**config.mk**
```make
export PLATFORM = sky130hd
export DESIGN_NAME = i2c_rd_slave
export DESIGN_NICKNAME = d
export VERILOG_FILES = /design/src/rtl/i2c_rd_pkg.sv /design/src/rtl/i2c_bus_cond.sv /design/src/rtl/i2c_addr_ctr.sv /design/src/rtl/i2c_rd_slave.sv
export SDC_FILE = /design/constraint.sdc
export NUM_CORES = 1
export LEC_CHECK = 0
export BUFFER_PORTS_ARGS = -buffer_cell sky130_fd_sc_hd__buf_2
export CAP_MARGIN = 20
export CORE_ASPECT_RATIO = 2
export CORE_MARGIN = 2
export CORE_UTILIZATION = 50
export DETAILED_ROUTE_END_ITERATION = 7
export GPL_TIMING_DRIVEN = 0
export PLACE_DENSITY = 0.69
export SLEW_MARGIN = 0
export SYNTH_ARGS = -nofsm -noshare
export SYNTH_HDL_FRONTEND = slang
export SYNTH_SLANG_ARGS = --single-unit
```
**constraint.sdc**
```tcl
create_clock -name clk_i -period 2.93 [get_ports clk_i]
set_input_delay 0.293 -clock clk_i [delete_from_list [all_inputs] [get_ports clk_i]]
set_output_delay 0.293 -clock clk_i [all_outputs]
set_load 0.01 [all_outputs]
```
**src/rtl/i2c_rd_pkg.sv**
```systemverilog
package i2c_rd_pkg;
  localparam logic [3:0] DEV_TYPE = 4'b1010;

  typedef enum logic [3:0] {
    ST_IDLE,
    ST_DEV,
    ST_DEV_ACK,
    ST_WAH,
    ST_WAH_ACK,
    ST_WAL,
    ST_WAL_ACK,
    ST_HOLD,
    ST_RD,
    ST_RD_ACK
  } rd_state_e;
endpackage

```
**src/rtl/i2c_bus_cond.sv**
```systemverilog
module i2c_bus_cond #(
  parameter int unsigned STAGES = 2
) (
  input  logic clk_i,
  input  logic rst_ni,
  input  logic scl_i,
  input  logic sda_i,
  output logic scl_o,
  output logic sda_o,
  output logic start_o,
  output logic stop_o,
  output logic rise_o,
  output logic fall_o
);
  logic [STAGES-1:0] scl_sync, sda_sync;
  logic scl_p, sda_p;

  always_ff @(posedge clk_i or negedge rst_ni) begin
    if (!rst_ni) begin
      scl_sync <= '1;
      sda_sync <= '1;
      scl_p    <= 1'b1;
      sda_p    <= 1'b1;
    end else begin
      scl_sync <= {scl_sync[STAGES-2:0], scl_i};
      sda_sync <= {sda_sync[STAGES-2:0], sda_i};
      scl_p    <= scl_sync[STAGES-1];
      sda_p    <= sda_sync[STAGES-1];
    end
  end

  assign scl_o   = scl_sync[STAGES-1];
  assign sda_o   = sda_sync[STAGES-1];
  assign rise_o  = scl_o & ~scl_p;
  assign fall_o  = ~scl_o & scl_p;
  assign start_o = scl_o & scl_p & sda_p & ~sda_o;
  assign stop_o  = scl_o & scl_p & ~sda_p & sda_o;
endmodule

```
**src/rtl/i2c_addr_ctr.sv**
```systemverilog
module i2c_addr_ctr #(
  parameter int unsigned AW = 8
) (
  input  logic          clk_i,
  input  logic          rst_ni,
  input  logic          load_i,
  input  logic [AW-1:0] load_val_i,
  input  logic          inc_i,
  output logic [AW-1:0] cnt_o
);
  always_ff @(posedge clk_i or negedge rst_ni) begin
    if (!rst_ni)     cnt_o <= '0;
    else if (load_i) cnt_o <= load_val_i;
    else if (inc_i)  cnt_o <= cnt_o + 1'b1;
  end

  assert_load_R4: assert property (@(posedge clk_i) disable iff (!rst_ni)
    load_i |=> cnt_o == $past(load_val_i));

  assert_inc_R6: assert property (@(posedge clk_i) disable iff (!rst_ni)
    (inc_i && !load_i) |=> cnt_o == $past(cnt_o) + 1'b1);

  assert_wrap_R7: assert property (@(posedge clk_i) disable iff (!rst_ni)
    (inc_i && !load_i && cnt_o == {AW{1'b1}}) |=> cnt_o == '0);
endmodule

```
**src/rtl/i2c_rd_slave.sv**
```systemverilog
module i2c_rd_slave
  import i2c_rd_pkg::*;
#(
  parameter  int unsigned DEPTH       = 256,
  parameter  int unsigned SYNC_STAGES = 2,
  localparam int unsigned AW          = $clog2(DEPTH)
) (
  input  logic          clk_i,
  input  logic          rst_ni,
  input  logic          scl_i,
  input  logic          sda_i,
  input  logic [1:0]    sel_i,
  output logic          sda_oe_o,
  output logic [AW-1:0] mem_addr_o,
  input  logic [7:0]    mem_rdata_i
);
  localparam int unsigned WA_W = 16;

  logic scl_s, sda_s, start, stop, rise, fall;
  rd_state_e state_q;
  logic [3:0] cnt_q;
  logic [7:0] sr_q, wah_q;
  logic rw_q, ack_q, oe_q;
  logic ctr_load, ctr_inc, dev_hit, quiet;
  logic [WA_W-1:0] wa_full;

  i2c_bus_cond #(.STAGES(SYNC_STAGES)) u_cond (
    .clk_i(clk_i), .rst_ni(rst_ni), .scl_i(scl_i), .sda_i(sda_i),
    .scl_o(scl_s), .sda_o(sda_s), .start_o(start), .stop_o(stop),
    .rise_o(rise), .fall_o(fall)
  );

  assign quiet    = !start && !stop;
  assign dev_hit  = sr_q[7:4] == DEV_TYPE && sr_q[3:2] == sel_i && !sr_q[1];
  assign wa_full  = {wah_q, sr_q};
  assign ctr_load = quiet && fall && state_q == ST_WAL_ACK;
  assign ctr_inc  = quiet && fall && state_q == ST_RD && cnt_q == 4'd8;

  i2c_addr_ctr #(.AW(AW)) u_ctr (
    .clk_i(clk_i), .rst_ni(rst_ni), .load_i(ctr_load),
    .load_val_i(wa_full[AW-1:0]), .inc_i(ctr_inc), .cnt_o(mem_addr_o)
  );

  always_ff @(posedge clk_i or negedge rst_ni) begin
    if (!rst_ni) begin
      state_q <= ST_IDLE;
      cnt_q   <= '0;
      sr_q    <= '0;
      wah_q   <= '0;
      rw_q    <= 1'b0;
      ack_q   <= 1'b0;
      oe_q    <= 1'b0;
    end else if (start) begin
      state_q <= ST_DEV;
      cnt_q   <= '0;
      oe_q    <= 1'b0;
    end else if (stop) begin
      state_q <= ST_IDLE;
      oe_q    <= 1'b0;
    end else begin
      case (state_q)
        ST_DEV, ST_WAH, ST_WAL: begin
          if (rise && cnt_q != 4'd8) begin
            sr_q  <= {sr_q[6:0], sda_s};
            cnt_q <= cnt_q + 4'd1;
          end else if (fall && cnt_q == 4'd8) begin
            if (state_q == ST_DEV) begin
              if (dev_hit) begin
                oe_q    <= 1'b1;
                rw_q    <= sr_q[0];
                state_q <= ST_DEV_ACK;
              end else begin
                state_q <= ST_IDLE;
              end
            end else if (state_q == ST_WAH) begin
              wah_q   <= sr_q;
              oe_q    <= 1'b1;
              state_q <= ST_WAH_ACK;
            end else begin
              oe_q    <= 1'b1;
              state_q <= ST_WAL_ACK;
            end
          end
        end
        ST_DEV_ACK: if (fall) begin
          if (rw_q) begin
            sr_q    <= mem_rdata_i;
            oe_q    <= ~mem_rdata_i[7];
            cnt_q   <= 4'd1;
            state_q <= ST_RD;
          end else begin
            oe_q    <= 1'b0;
            cnt_q   <= '0;
            state_q <= ST_WAH;
          end
        end
        ST_WAH_ACK: if (fall) begin
          oe_q    <= 1'b0;
          cnt_q   <= '0;
          state_q <= ST_WAL;
        end
        ST_WAL_ACK: if (fall) begin
          oe_q    <= 1'b0;
          state_q <= ST_HOLD;
        end
        ST_RD: if (fall) begin
          if (cnt_q == 4'd8) begin
            oe_q    <= 1'b0;
            state_q <= ST_RD_ACK;
          end else begin
            sr_q  <= {sr_q[6:0], 1'b0};
            oe_q  <= ~sr_q[6];
            cnt_q <= cnt_q + 4'd1;
          end
        end
        ST_RD_ACK: begin
          if (rise) ack_q <= ~sda_s;
          else if (fall) begin
            if (ack_q) begin
              sr_q    <= mem_rdata_i;
              oe_q    <= ~mem_rdata_i[7];
              cnt_q   <= 4'd1;
              state_q <= ST_RD;
            end else begin
              state_q <= ST_IDLE;
            end
          end
        end
        default: ;
      endcase
    end
  end

  assign sda_oe_o = oe_q;

  // SDA moves only in SCL low, except the release forced by a bus condition
  assert_sda_in_low_R12: assert property (@(posedge clk_i) disable iff (!rst_ni)
    !$stable(oe_q) |-> (!scl_s || $past(start || stop)));

  assert_idle_quiet_R9: assert property (@(posedge clk_i) disable iff (!rst_ni)
    state_q == ST_IDLE |-> !oe_q);

  assert_ack_match_R1: assert property (@(posedge clk_i) disable iff (!rst_ni)
    state_q == ST_DEV_ACK |-> (sr_q[7:4] == DEV_TYPE && !sr_q[1]));

  assert_rdack_release_R8: assert property (@(posedge clk_i) disable iff (!rst_ni)
    state_q == ST_RD_ACK |-> !oe_q);
endmodule

```
## Word-level counts from Yosys, hierarchy flattened

Index checks and enable logic that the tools add are counted.
W data, S select, Z words.

- Register bits: 33
- Input bits: 14
- Output and inout bits: 9
- Word-level logic and storage cells: 150

- Add/sub/neg operators: 2
- Equality and inequality tests: 41
- Mux-type cells: 55
- Bitwise logic cells: 16
- Reduce and logical (&&, ||, !) cells: 25

Operators with widths:

| operator | number |
|---|---|
| $mux W4 | 24 |
| $mux W8 | 10 |
| $ne A4 B4 Y1 const B | 10 |
| $pmux W8 S4 | 1 |
| $reduce_and A10 Y1 | 3 |
| $ne A3 B3 Y1 const B | 8 |
| $pmux W4 S6 | 1 |
| $pmux W4 S5 | 1 |
| $ne A2 B2 Y1 const B | 9 |
| $eq A4 B4 Y1 const B | 4 |
| $mux W1 | 15 |
| $eq A4 B3 Y1 const B | 3 |
| $reduce_and A11 Y1 | 1 |
| $logic_and A1 B1 Y1 | 9 |
| $not A1 Y1 | 9 |
| $add A8 B1 Y8 const B | 1 |
| $eq A4 B2 Y1 const B | 2 |
| $reduce_bool A8 Y1 | 1 |
| $and A1 B1 Y1 | 7 |
| $reduce_and A7 Y1 | 1 |
| $reduce_bool A7 Y1 | 1 |
| $reduce_bool A6 Y1 | 1 |
| $ne A5 B5 Y1 const B | 1 |
| $pmux W1 S5 | 1 |
| other kinds (12) | 15 |

## Depth between registers and ports, before layout

- Depth after elaboration: 10
- Gate-level depth with buffers: 9
- Depth with buffers taken out: 8

## Cells and area by module

From an unflattened synthesis, not the netlist that was laid out.

- Cell total of the unflattened synthesis: 228
- Area, all modules: 2,153.3 µm²

By module, submodules not included:

| module | times used | cells each | area an instance (µm²) | sequential area each (µm²) |
|---|---|---|---|---|
| i2c_rd_slave | 1 | 169 | 1,512.7 | 475.5 |
| i2c_addr_ctr | 1 | 49 | 450.4 | 200.2 |
| i2c_bus_cond | 1 | 10 | 190.2 | 157.7 |

## Worst setup path after synthesis

No wires, ideal clock.

- Path type: register to register
- From: reg cnt_q[0]
- To: reg sr_q[0]
- Library setup time: 125 ps
- Data arrival time: 1,999 ps
- Data required time: 2,805 ps
- Path slack: 806 ps
- Stages on the path, launching flop included: 9
- Buffers on the path: 1
- Clock period less this slack: 2,124 ps
- Path through: dfrtp_1 > inv_1 > ha_1 > and3b_1 > buf_2 > o21ai_0 > a21oi_1 > nor4_4 > mux2_2

- Word-level cells in the longest chain between the ends: 4
- Elaborated cells on any way between the ends: 6
- Those cells by class: eq/ne: 4; reduce/logical: 2

Ends and longest elaborated chain:

| what | RTL line | text |
|---|---|---|
| from (decl) | i2c_rd_slave.sv:21 | `logic [3:0] cnt_q;` |
| from (signal assigned) | i2c_rd_slave.sv:65 | `cnt_q <= cnt_q + 4'd1;` |
| from (signal assigned) | i2c_rd_slave.sv:113 | `cnt_q <= cnt_q + 4'd1;` |
| $ne A4 B4 Y1 | i2c_rd_slave.sv:63 | `if (rise && cnt_q != 4'd8) begin` |
| $logic_and A1 B1 Y1 | i2c_rd_slave.sv:63 |  |
| $ne A2 B2 Y1 (no line) | -- |  |
| $reduce_and A11 Y1 (no line) * | -- |  |
| to (signal assigned) | i2c_rd_slave.sv:64 | `sr_q <= {sr_q[6:0], sda_s};` |
| to (signal assigned) | i2c_rd_slave.sv:87 | `sr_q <= mem_rdata_i;` |
| to (signal assigned) | i2c_rd_slave.sv:111 | `sr_q <= {sr_q[6:0], 1'b0};` |
| to (decl) | i2c_rd_slave.sv:22 | `logic [7:0] sr_q, wah_q;` |

Mark *: on every way between the ends. The rest lies on a longest branch, timed or not.
A chain may end at the register's enable or synchronous reset.

## Worst setup path in the final report

- From: reg state_q[2]
- To: reg u_ctr.cnt_o[2]

- Word-level cells in the longest chain between the ends: 4
- Elaborated cells on any way between the ends: 7
- Those cells by class: eq/ne: 2; mux: 1; reduce/logical: 4

Ends and longest elaborated chain:

| what | RTL line | text |
|---|---|---|
| from (decl) | i2c_rd_slave.sv:20 | `rd_state_e state_q;` |
| from (signal assigned) | i2c_rd_slave.sv:46 | `state_q <= ST_IDLE;` |
| from (signal assigned) | i2c_rd_slave.sv:54 | `state_q <= ST_DEV;` |
| from (signal assigned) | i2c_rd_slave.sv:58 | `state_q <= ST_IDLE;` |
| $eq A4 B4 Y1 | i2c_rd_slave.sv:37 | `assign ctr_inc = quiet && fall && state_q == ST_RD && cnt_q == 4'd8;` |
| $logic_and A1 B1 Y1 (2 in series) | i2c_rd_slave.sv:37 |  |
| $reduce_bool A2 Y1 (no line) | -- |  |
| to (signal assigned) | i2c_addr_ctr.sv:13 | `else if (load_i) cnt_o <= load_val_i;` |
| to (signal assigned) | i2c_addr_ctr.sv:14 | `else if (inc_i) cnt_o <= cnt_o + 1'b1;` |
| to (decl) | i2c_addr_ctr.sv:9 | `output logic [AW-1:0] cnt_o` |

Parallel ways exist; a longest one is shown, timed or not.

==> flow_summary.json <==
{
  "cts_root_buffer": "clkbuf_8",
  "multiInputGateArea_sq_um": 1276,
  "n_antenna_cell": 0,
  "reg2reg_from": "state_q[2]",
  "pwr-share-seq_pct": 32.7,
  "cts_sinks": 33,
  "slew_viol_final": 0,
  "swShare_pct": 41.88,
  "cts_resized": 0,
  "viasPerCell": 6.235,
  "dpl.hpwl_mm": 4.431,
  "min_period_ns": 2.551,
  "port_buffers": 22,
  "fin_skew_ns": 0.005227,
  "synth_nets": 265,
  "worstMarginPinSlew_ns": 0.9626,
  "hold_viol": 0,
  "clk_pin_slew_worst_paths_ns": 0.08,
  "layout.nets": 294,
  "p_clk_share_pct": 18.2,
  "routed_wirelength_mm": 5.965,
  "synth_cells": 248,
  "grt_pass1_wl_mm": 9.956,
  "firstDrtPassIters": 7,
  "leakage_uw": 0.001074,
  "critical_path.max_fanout": 10,
  "critPathLaunch": "state_q[2]",
  "die_area_sq_um": 5028,
  "cp-start-kind": "flip-flop",
  "status": "finished clean",
  "crit_path_end_kind": "flip-flop",
  "vias": 2070,
  "grt_max_degree": 34,
  "synthTopCellsByArea": "dfrtp_1 (30%), mux2_2 (8.1%), dfstp_2 (7.1%)",
  "final_common_cell": "dfrtp_1",
  "crit_required_ns": 3.11,
  "use_met1_pct": 26.10,
  "relSlewSlack_pct": 35.69,
  "use_met3_pct": 3.976,
  "rsz0062_at_grt": "false",
  "clk_latency_ns": 0.30,
  "layout_common_cells": "dfrtp_1 (27), buf_2 (26), o21ai_0 (21), nand2_1 (18), nor2_1 (18)",
  "initial_core_util_pct": 51.75,
  "postCtsSetupBuffers": 0,
  "area_growth_pct": 13.17,
  "yosys.area.top_type": "dfrtp_1",
  "yosys_register_bits": 33,
  "clockBufferDepth": 2,
  "cts_tree": "done",
  "grt_pass1_vias": 2081,
  "intPower_uw": 1428,
  "ys_warn_count": 0,
  "gp_congestion": 0.9500,
  "arrival_ns": 2.73,
  "fillCellCount": 408,
  "grt.total_usage_pct": 26.44,
  "synth-async-reset-ratio_pct": 100.0,
  "p_sw_uw": 1029,
  "fin_crit_sh_pct": 87.07,
  "regArea_sq_um": 833.3,
  "combinationalPowerShare_pct": 49.1,
  "syn_area_sq_um": 2223,
  "hold_path.class": "primary input to asynchronous set/reset pin",
  "core_sq_um": 4297,
  "grt_overflow": 0,
  "synth-edff-count": 0,
  "use_met2_pct": 47.45,
  "die-height_microns": 98.31,
  "htree_num_levels": 2,
  "rows": 34,
  "ant_nets": 0,
  "wl_per_cell_microns": 17.97,
  "hold_slack_ns": 0.05120,
  "antenna_found_initial": 0,
  "maxCapViolCount": 0,
  "die_w_microns": 51.15,
  "grt_busiest_layer": "met2",
  "pin_count": 23,
  "synth_seq_area_share_pct": 37.48,
  "netlist.area_leader.share_pct": 30.39,
  "vdd_drop_max_mv": 0.6749,
  "drive_gt1_share_pct": 22.66,
  "tns_ns": 0,
  "path_class": "flip-flop to flip-flop",
  "syn_avg_cell_area_sq_um": 8.965,
  "synth_cell_type_count": 55,
  "synthFlopType": "dfrtp_1",
  "numCtsBuffers": 5,
  "clock.fmax_mhz": 392.0,
  "hold_buffers": 0,
  "power.density_nw_per_um2": 976.8,
  "setup_violations": 0,
  "drc_errors": 0,
  "drtIter0Drc": 85
}
==> cells in the mapped netlist (2+ instances only) <==
master    number
dfrtp_1       27
nand2b_1       4
xnor2_1        4
xor2_1         2
a31oi_1        2
a211oi_1       2
nor2_1        18
clkbuf_1       9
dfstp_2        6
nor3_1         9
o21ai_0       21
a21oi_1       16
a32o_1         2
and3_1         3
and2_1         3
a21o_1         2
nand4b_1       3
nand4_1        2
nand3_1        9
nand2_1       18
a22oi_1        4
nor3b_1        5
inv_1         11
nor2b_1        9
a32oi_1        2
mux2_2        16
buf_2          4
ha_1           3
a221o_1        6
==> power by group through the flow <==
stage / Sequential [uW] / Combinational, uW / Clock [uW]
final: 803 / 1210 / 448
after global routing: 824 / 1330 / 462
after CTS: 801 / 1200 / 452
after detailed placement: 808 / 1200 / 0
after global placement: 806 / 1180 / 0
after floorplan: 767 / 900 / 0
==> registers in the layout (all words and copies together), names as in the netlist <==
| signal | count |
|---|---|
| u_cond.scl_sync | 2 |
| ack_q | 1 |
| u_cond.scl_p | 1 |
| state_q | 4 |
| u_ctr.cnt_o | 8 |
| cnt_q | 4 |
| sr_q | 8 |
| u_cond.sda_p | 1 |
| sda_oe_o | 1 |
| u_cond.sda_sync | 2 |
| rw_q | 1 |
==> logic make-up (layout without fill, tap and decap cells) <==
family	after synthesis	in the layout	share of synthesized area (%)
and+or+nand+nor	90	90	22.23
AOI/OAI and AO/OA	73	73	22.57
DFF	33	33	37.48
buffers and inverters	26	56	5.121
muxes	17	17	8.554
xor gates and xnor gates	6	6	2.364
adders and majority gates	3	3	1.688
==> final cells by class <==
class	count	area share, %
plain buffers	15	2.884
clock buffers	5	2.735
clock inverters	3	1.840
inverters	11	1.641
multi-input cells	189	50.72
flip-flops and latches	33	33.12
well taps	54	2.685
repair buffers	22	4.376
==> routing by layer <==
layer	up-vias	routed length [microns]
li1	975	-
met1	991	2108
met2	76	3296
met3	28	216
met4	0	344
met5	-	0
==> worst max-delay path: stages, from the launching register on <==
cell and delay, ns:
dfrtp_1 0.36, buf_2 0.17, nor3b_1 0.79, nand4b_1 0.39, nand2_1 0.29, o21ai_0 0.12, a221o_1 0.31
==> per-stage QoR <==
| stage | util (%) | worst slack [ns] | std cells | cell area [sq um] | total power [uW] |
|---|---|---|---|---|---|
| after detailed placement | 55.88 | 0.4322 | 324 | 2401 | 2006 |
| after floorplan | - | 0.8059 | 248 | 2223 | 1667 |
| after global routing | 58.56 | 0.2481 | 332 | 2516 | 2615 |
| after global placement | 55.88 | 0.4550 | 324 | 2401 | 1981 |
| final | 58.56 | 0.3787 | 332 | 2516 | 2458 |
| after CTS | 58.56 | 0.4232 | 332 | 2516 | 2456 |
==> final timing paths <==
check,end,slack [ns],cells after the start
setup / recovery,u_ctr.cnt_o[2],0.38,6
hold / removal,state_q[0],0.05,1
setup reg to reg,u_ctr.cnt_o[2],0.38,6
hold reg to reg,u_cond.sda_sync[1],0.36,0
max in group asynchronous,u_ctr.cnt_o[7],2.40,1
min in group clk_i,u_cond.scl_sync[0],0.09,1
No activity file was read; power rests on OpenSTA's default activity.
